--- config.mk ---
export PLATFORM = sky130hd
export DESIGN_NAME = xor_dual_write_ram
export DESIGN_NICKNAME = d
export VERILOG_FILES = /design/src/rtl/xdw_pkg.sv /design/src/rtl/xdw_bank.sv /design/src/rtl/xdw_port_stage.sv /design/src/rtl/xor_dual_write_ram.sv
export SDC_FILE = /design/constraint.sdc
export NUM_CORES = 2
export LEC_CHECK = 0
export BUFFER_PORTS_ARGS = -buffer_cell sky130_fd_sc_hd__buf_2
export CAP_MARGIN = 10
export CORE_ASPECT_RATIO = 0.8
export CORE_UTILIZATION = 36
export DETAILED_ROUTE_END_ITERATION = 8
export GPL_TIMING_DRIVEN = 0
export SETUP_SLACK_MARGIN = 0.2
export SYNTH_ARGS = -nofsm -noshare
export SYNTH_HDL_FRONTEND = slang
export SYNTH_SLANG_ARGS = --single-unit
--- constraint.sdc ---
create_clock -name clk -period 3.5 [get_ports clk]
set_input_delay 0.175 -clock clk [delete_from_list [all_inputs] [get_ports clk]]
set_output_delay 0.175 -clock clk [all_outputs]
set_load 0.005 [all_outputs]
--- src/rtl/xdw_pkg.sv ---
package xdw_pkg;

    localparam int NUM_PORTS = 2;

    typedef enum logic [1:0] {
        OP_IDLE  = 2'd0,
        OP_READ  = 2'd1,
        OP_WRITE = 2'd2
    } op_e;

    function automatic op_e decode_op(input logic en, input logic we);
        if (!en) return OP_IDLE;
        return we ? OP_WRITE : OP_READ;
    endfunction

    // Index of the bank owned by the opposite user port.
    function automatic int peer_of(input int p);
        return (NUM_PORTS - 1) - p;
    endfunction

endpackage

--- src/rtl/xdw_bank.sv ---
module xdw_bank #(
    parameter int DATA_W   = 16,
    parameter int DEPTH    = 32,
    parameter int RD_PORTS = 2,
    localparam int ADDR_W  = $clog2(DEPTH)
) (
    input  logic                              clk,
    input  logic                              rst,
    input  logic                              we,
    input  logic [ADDR_W-1:0]                 waddr,
    input  logic [DATA_W-1:0]                 wdata,
    input  logic [RD_PORTS-1:0]               re,
    input  logic [RD_PORTS-1:0][ADDR_W-1:0]   raddr,
    output logic [RD_PORTS-1:0][DATA_W-1:0]   rdata
);

    logic [DATA_W-1:0] mem [DEPTH];

    always_ff @(posedge clk) begin
        if (rst) begin
            for (int i = 0; i < DEPTH; i++) mem[i] <= '0;
        end else if (we) begin
            mem[waddr] <= wdata;
        end
    end

    // Reads sample the array before a same-edge write: read-first.
    always_ff @(posedge clk) begin
        if (rst) begin
            rdata <= '0;
        end else begin
            for (int r = 0; r < RD_PORTS; r++) begin
                if (re[r]) rdata[r] <= mem[raddr[r]];
            end
        end
    end

endmodule

--- src/rtl/xdw_port_stage.sv ---
module xdw_port_stage
    import xdw_pkg::*;
#(
    parameter int DATA_W = 16,
    parameter int ADDR_W = 5
) (
    input  logic              clk,
    input  logic              rst,
    input  op_e               op_in,
    input  logic [ADDR_W-1:0] addr_in,
    input  logic [DATA_W-1:0] data_in,
    input  logic              kill_in,
    output op_e               op_q,
    output logic [ADDR_W-1:0] addr_q,
    output logic [DATA_W-1:0] data_q,
    output logic              kill_q
);

    always_ff @(posedge clk) begin
        if (rst) begin
            op_q   <= OP_IDLE;
            addr_q <= '0;
            data_q <= '0;
            kill_q <= 1'b0;
        end else begin
            op_q   <= op_in;
            addr_q <= addr_in;
            data_q <= data_in;
            kill_q <= kill_in;
        end
    end

endmodule

--- src/rtl/xor_dual_write_ram.sv ---
module xor_dual_write_ram
    import xdw_pkg::*;
#(
    parameter int DATA_W  = 16,
    parameter int DEPTH   = 32,
    localparam int ADDR_W = $clog2(DEPTH)
) (
    input  logic              clk,
    input  logic              rst,
    input  logic              a_en,
    input  logic              a_we,
    input  logic [ADDR_W-1:0] a_addr,
    input  logic [DATA_W-1:0] a_wdata,
    output logic [DATA_W-1:0] a_rdata,
    input  logic              b_en,
    input  logic              b_we,
    input  logic [ADDR_W-1:0] b_addr,
    input  logic [DATA_W-1:0] b_wdata,
    output logic [DATA_W-1:0] b_rdata,
    output logic              collision
);

    logic [NUM_PORTS-1:0]              en_v;
    logic [NUM_PORTS-1:0]              we_v;
    logic [NUM_PORTS-1:0][ADDR_W-1:0]  addr_v;
    logic [NUM_PORTS-1:0][DATA_W-1:0]  wdata_v;
    logic [NUM_PORTS-1:0][DATA_W-1:0]  rdata_v;
    logic [NUM_PORTS-1:0]              kill_v;
    logic                              clash;

    // rd[bank][port]
    logic [NUM_PORTS-1:0][DATA_W-1:0]  rd [NUM_PORTS];

    op_e               op_q   [NUM_PORTS];
    logic [ADDR_W-1:0] addr_q [NUM_PORTS];
    logic [DATA_W-1:0] data_q [NUM_PORTS];
    logic              kill_q [NUM_PORTS];

    logic [NUM_PORTS-1:0]              bank_we;
    logic [ADDR_W-1:0]                 bank_waddr [NUM_PORTS];
    logic [DATA_W-1:0]                 bank_wdata [NUM_PORTS];

    assign en_v    = {b_en, a_en};
    assign we_v    = {b_we, a_we};
    assign addr_v  = {b_addr, a_addr};
    assign wdata_v = {b_wdata, a_wdata};

    // Same-address double write: port A keeps its write, port B is dropped.
    assign clash  = a_en && a_we && b_en && b_we && (a_addr == b_addr);
    assign kill_v = {clash, 1'b0};

    generate
        for (genvar g = 0; g < NUM_PORTS; g++) begin : g_bank
            xdw_bank #(
                .DATA_W   (DATA_W),
                .DEPTH    (DEPTH),
                .RD_PORTS (NUM_PORTS)
            ) u_bank (
                .clk   (clk),
                .rst   (rst),
                .we    (bank_we[g]),
                .waddr (bank_waddr[g]),
                .wdata (bank_wdata[g]),
                .re    (en_v),
                .raddr (addr_v),
                .rdata (rd[g])
            );
        end

        for (genvar p = 0; p < NUM_PORTS; p++) begin : g_port
            localparam int PEER = peer_of(p);

            xdw_port_stage #(
                .DATA_W (DATA_W),
                .ADDR_W (ADDR_W)
            ) u_stage (
                .clk     (clk),
                .rst     (rst),
                .op_in   (decode_op(en_v[p], we_v[p])),
                .addr_in (addr_v[p]),
                .data_in (wdata_v[p]),
                .kill_in (kill_v[p]),
                .op_q    (op_q[p]),
                .addr_q  (addr_q[p]),
                .data_q  (data_q[p]),
                .kill_q  (kill_q[p])
            );

            // Commit cycle: fold the peer bank's word into the stored value.
            assign bank_we[p]    = (op_q[p] == OP_WRITE) && !kill_q[p];
            assign bank_waddr[p] = addr_q[p];
            assign bank_wdata[p] = data_q[p] ^ rd[PEER][p];

            // Logical content is the XOR of both banks.
            assign rdata_v[p] = rd[0][p] ^ rd[1][p];
        end
    endgenerate

    assign a_rdata = rdata_v[0];
    assign b_rdata = rdata_v[1];

    always_ff @(posedge clk) begin
        if (rst) collision <= 1'b0;
        else     collision <= clash;
    end

endmodule

* Word level (Yosys, flattened, before mapping)
Memory sizes are Yosys's and may differ from the RTL's. A register that Yosys moved wholly into a read port is not among the register bits. Cells that the tools add are included.
Operators by class: eq/ne operators 3, muxes and demuxes 16, bitwise gates (word level) 6, reductions and logical operators 10
Operator list (number):
- bitwise XOR 16 bit | 4
- 2-to-1 mux 16 bit | 2
- OR reduction 16 bit | 2
- 2-to-1 mux 1 bit | 10
- 2-to-1 mux 5 bit | 2
- equality test 5 bit | 1
- logical AND 1 bit | 5
- equality test 2 bit, second input constant | 2
- 2-to-1 mux 2 bit | 2
- OR reduction 2 bit | 2
- NOT 1 bit | 2
- zero test 1 bit | 1
Storage, ports and cells: flip-flop bits (word level) 47, memory bits (writable) 1024, input bits 48, output and inout port bits 33, memories 2
Memory list:
- g_bank[0].u_bank.mem | depth 32, width 16, read ports 2, clocked after Yosys merged registers in 2, write ports 32, line xdw_bank.sv:17 | logic [DATA_W-1:0] mem [DEPTH];
- g_bank[1].u_bank.mem | depth 32, width 16, read ports 2, clocked after Yosys merged registers in 2, write ports 32, line xdw_bank.sv:17

* Depth between registers and ports, before layout
depth after elaboration 7, mapped depth 8, gate-level depth less buffers 5

* By module
From an unflattened synthesis, not the netlist that was laid out.
Unflattened totals: cells, all modules 4909, area total of the unflattened synthesis 60491.8 sq um
By module, submodules not included:
- xdw_bank | times used 2, cells each 2364, area an instance 29203.0 sq um, sequential area each 16015.4 sq um
- xdw_port_stage | times used 2, cells each 50, area an instance 693.2 sq um, sequential area each 480.5 sq um
- xor_dual_write_ram | times used 1, cells each 81, area an instance 699.4 sq um, sequential area each 20.0 sq um

* Least setup slack after synthesis
Ideal clock, no wire load.
kind register -> register, from register g_port[0].u_stage.addr_q[0], to memory g_bank[0].u_bank.mem[14][0] (enable), setup time 0.375 ns, data arrival time 1.732 ns, required time 3.125 ns, setup slack 1.393 ns, stages on the path, launching flop included 5, path buffers 0, path through dfxtp_1 > or3b_2 > nor2_1 > nand2_1 > nand2b_1
RTL lines:
- from (decl) | line xdw_port_stage.sv:14 | output logic [ADDR_W-1:0] addr_q,
- from (signal assigned) | line xdw_port_stage.sv:27 | addr_q <= addr_in;
- to (decl) | line xdw_bank.sv:17

==> flow_summary_export.csv <==
group,metric,value,unit
grt,grt_max_degree,17,
placed_design,io_buffer_count,76,
die,start_util,0.3627,
clocking,cts_tree,"yes",
critical_path,critPathBufInv,3,
power_and_ir_drop,netSwitchingFraction,0.2958,
critical_path,path_max_fanout,16,
critical_path,worstPathArrival,3830,ps
sta,fmax,0.2921,GHz
clocking,clock_sinks,1135,
power_and_ir_drop,ir_drop,532.9,µV
finish,final_core_util,0.4141,
finish,fin_nets,5217,
sta,slew_viol_final,18,
grt,grt_pass1_wl,365.0,mm
critical_path,start_kind,"input port",
critical_path,end_kind,"flop",
routing,drc,0,
clocking,post-cts-setup-buffers,0,
sta,layout_min_cycle_time,3424,ps
grt,antenna_found_initial,30,
clocking,clock_latency,820,ps
grt,overflow,0,
synth,synth_area,0.05785,mm²
power_and_ir_drop,switchingPower,0.01025,W
sta,tightest_slew,1502,ps
sta,postLayoutSetupSlackWorst,76.33,ps
synth,synthArstFlopShare,0,
critical_path,path_cells,"clkbuf_1 > clkbuf_1 > clkbuf_1 > nand2b_1",
sta,final_hold_viol_count,0,
placed_design,dp.final_hpwl,202.7,mm
job,maxCapViolCount,2,
routing,routed_wl,278.6,mm
die,die_y,360.5,µm
grt,grt_pass1_vias,43149,
routing,wire_per_inst,37.51,µm
power_and_ir_drop,p_leak,25.13,nW
sta,clock_skew,28.80,ps
synth,avgSynthCellArea,11.83,µm²
min_path,hold_class,"input port to flop",
power_and_ir_drop,pwr-share-clk,0.402,
finish,multi_input_area,0.02267,mm²
routing,postRouteAntennaNets,0,
clocking,cts_made_buffers,132,
synth,ys_seq_elements,1135,
power_and_ir_drop,combPwrFrac,0.148,
power_and_ir_drop,cellPowerDensity,524.6,mW/mm²
synth,synth-edff-count,1024,
critical_path,cp_top_family,"buffers and inverters",
routing,vias,46988,
synth,synth_ff_type,"edfxtp_1",
clocking,cts_max_level,4,
placed_design,pre_cts_slack,-403.8,ps
finish,num-fill-cells,15185,
sta,setup_violations,0,
die,core,0.1595,mm²
finish,seq_area,0.03297,mm²
finish,syn_to_final_growth,14.17,%
die,die-area,0.1623,mm²
routing,drt_iter0_markers,7925,
critical_path,critPathMaxStageDelay,1060,ps
critical_path,crit_required,3900,ps
sta,slew_headroom,-0.001583,
critical_path,worst_path_most_repeated_cell,"clkbuf_1",
grt,track_usage,0.3324,
clocking,cts_buffer_depth,3,
synth,synth_seq_area_share,0.5700,
routing,dr.pass1.iters,6,
die,die_w,450.2,µm
sta,rsz0062_at_grt,"no",
synth,yosys_warnings,0,
clocking,cts.clk_slew.worst_paths,60,ps
die,ios,81,
critical_path,path_class,"input port to flop",
critical_path,cpMaxStageDelayCell,"clkbuf_1",
outcome,outcome,"finished, violations left",
placed_design,gp_routability_congestion,1.082,
power_and_ir_drop,seq_power_share,0.450,
outcome,violations,"capacitance limit, slew limit",
power_and_ir_drop,p_int,0.02440,W
synth,syn-num-nets,4939,
die,num_rows,131,
routing,vias_per_cell,6.327,
sta,timing.final.crit_share,0.9782,
synth,syn_inst,4891,
finish,drive_above_1_share,0.09684,
synth,synth.distinct_cells,33,
clocking,clock-root-buffer,"clkbuf_16",
cell type report:
| cell class | instances | area share |
|---|---|---|
| clock inverter | 76 | 0.009454 |
| timing repair buffer | 144 | 0.01804 |
| sequential | 1135 | 0.4992 |
| multi-input combinational | 3301 | 0.3433 |
| clock buffer | 166 | 0.05418 |
| antenna | 22 | 0.0008336 |
| buffer | 455 | 0.03465 |
| tap | 2128 | 0.04032 |
worst paths after layout:
| check | start | end | slack, ps | cells past startpoint |
|---|---|---|---|---|
| worst max-delay path | rst | g_bank[0].u_bank.mem[29][7]$_SDFFCE_PN0P_ | 80 | 4 |
| worst min-delay path | b_wdata[1] | g_port[1].u_stage.data_q[1]$_SDFF_PP0_ | 110 | 3 |
| worst max register to register | g_port[0].u_stage.addr_q[1]$_SDFF_PP0_ | g_bank[0].u_bank.mem[19][8]$_SDFFCE_PN0P_ | 170 | 4 |
| worst min register to register | g_bank[0].u_bank.rdata[11]$_SDFFE_PP0P_ | g_bank[0].u_bank.rdata[11]$_SDFFE_PP0P_ | 530 | 2 |
cell usage in the layout, fill, tap and decap left out, drive strengths merged, types with 35 or more instances in the layout:
master / n
clkbuf: 497
nand2b: 69
clkinv: 55
nor2: 1095
dlygate4sd3: 47
mux2i: 1024
edfxtp: 1024
nor2b: 46
a22oi: 512
xnor2: 35
or4: 64
nand2: 69
buf: 221
dfxtp: 111
a21oi: 256
a211oi: 64
worst reg2reg max path: cells and delay by family, from the launching register on:
kind | cells | cell delay (ps)
flops | 1 | 430
simple gates | 4 | 2490
per-layer routing:
metal	GRT usage	share of wire	up-vias
met5	0.01474	0.0017	-
li1	-	-	18680
met2	0.4421	0.39	3959
met4	0.1719	0.057	17
met1	0.4308	0.38	23654
met3	0.1741	0.17	678
metrics by stage:
step                      TNS [ps]  cells  hold slack (ps)  cell area, µm²  power [W]
after global placement     -223240   7095            385.5           60890    0.02048
after detailed placement   -195110   7106            392.9           61060    0.02055
after global routing             0   7413            131.0           66010    0.03494
after floorplan                  0   4891            251.1           57850    0.01817
final                            0   7427            108.9           66040    0.03464
after CTS                        0   7395            96.39           65780    0.03411
flip-flops by register name (all words and copies together) (netlist names):
signal	flops
g_port.u_stage.data_q	32
g_port.u_stage.kill_q	1
g_port.u_stage.addr_q	10
g_bank.u_bank.mem	1024
g_bank.u_bank.rdata	64
g_port.u_stage.op_q	4
Yosys cell counts (2+ instances only):
library cell / count / area share
nor2_1: 1094 / 0.071
edfxtp_1: 1024 / 0.53
mux2i_1: 1024 / 0.18
a22oi_1: 512 / 0.066
clkbuf_1: 327 / 0.021
a21oi_1: 256 / 0.022
dfxtp_1: 111 / 0.038
nand2_1: 69 / 0.0045
nand2b_1: 69 / 0.0075
a211oi_2: 64 / 0.014
or4_1: 64 / 0.0083
buf_4: 53 / 0.0069
nor2b_1: 46 / 0.0050
buf_6: 43 / 0.0084
xnor2_1: 35 / 0.0053
xor2_1: 34 / 0.0051
buf_2: 16 / 0.0014
buf_1: 11 / 0.00071
nor3b_1: 9 / 0.0012
and3b_1: 7 / 0.0011
and3_1: 3 / 0.00032
clkbuf_4: 3 / 0.00039
nor3_1: 3 / 0.00026
and2_1: 2 / 0.00022
buf_8: 2 / 0.00052
nand3_1: 2 / 0.00017
or2_1: 2 / 0.00022
power groups by stage:
stage	combinational (W)	clock, W	sequential (W)
floorplan	0.00246	0	0.0157
global placement	0.00465	0	0.0158
finish	0.00512	0.0139	0.0156
CTS	0.00475	0.0138	0.0156
global route	0.00504	0.0143	0.0156
detailed placement	0.00469	0	0.0159
logic make-up (layout without fill, tap and decap cells):
logic type | Yosys count | count (layout) | share of synthesized area
AO/OA/AOI/OAI | 832 | 832 | 0.1024
XOR/XNOR | 69 | 69 | 0.01045
buffers and inverters | 455 | 841 | 0.03947
flip-flops | 1135 | 1135 | 0.5700
multiplexers | 1024 | 1024 | 0.1772
other | 0 | 22 | 0
AND/OR/NAND/NOR | 1376 | 1376 | 0.1005
repair_timing:
item	CTS	global route
setup endpoints to repair	258	206
hold buffers	47	0
gates resized for setup	17	12
endpoints found under the hold margin	72	0
Note: power is estimated with default switching activity, not from simulation.
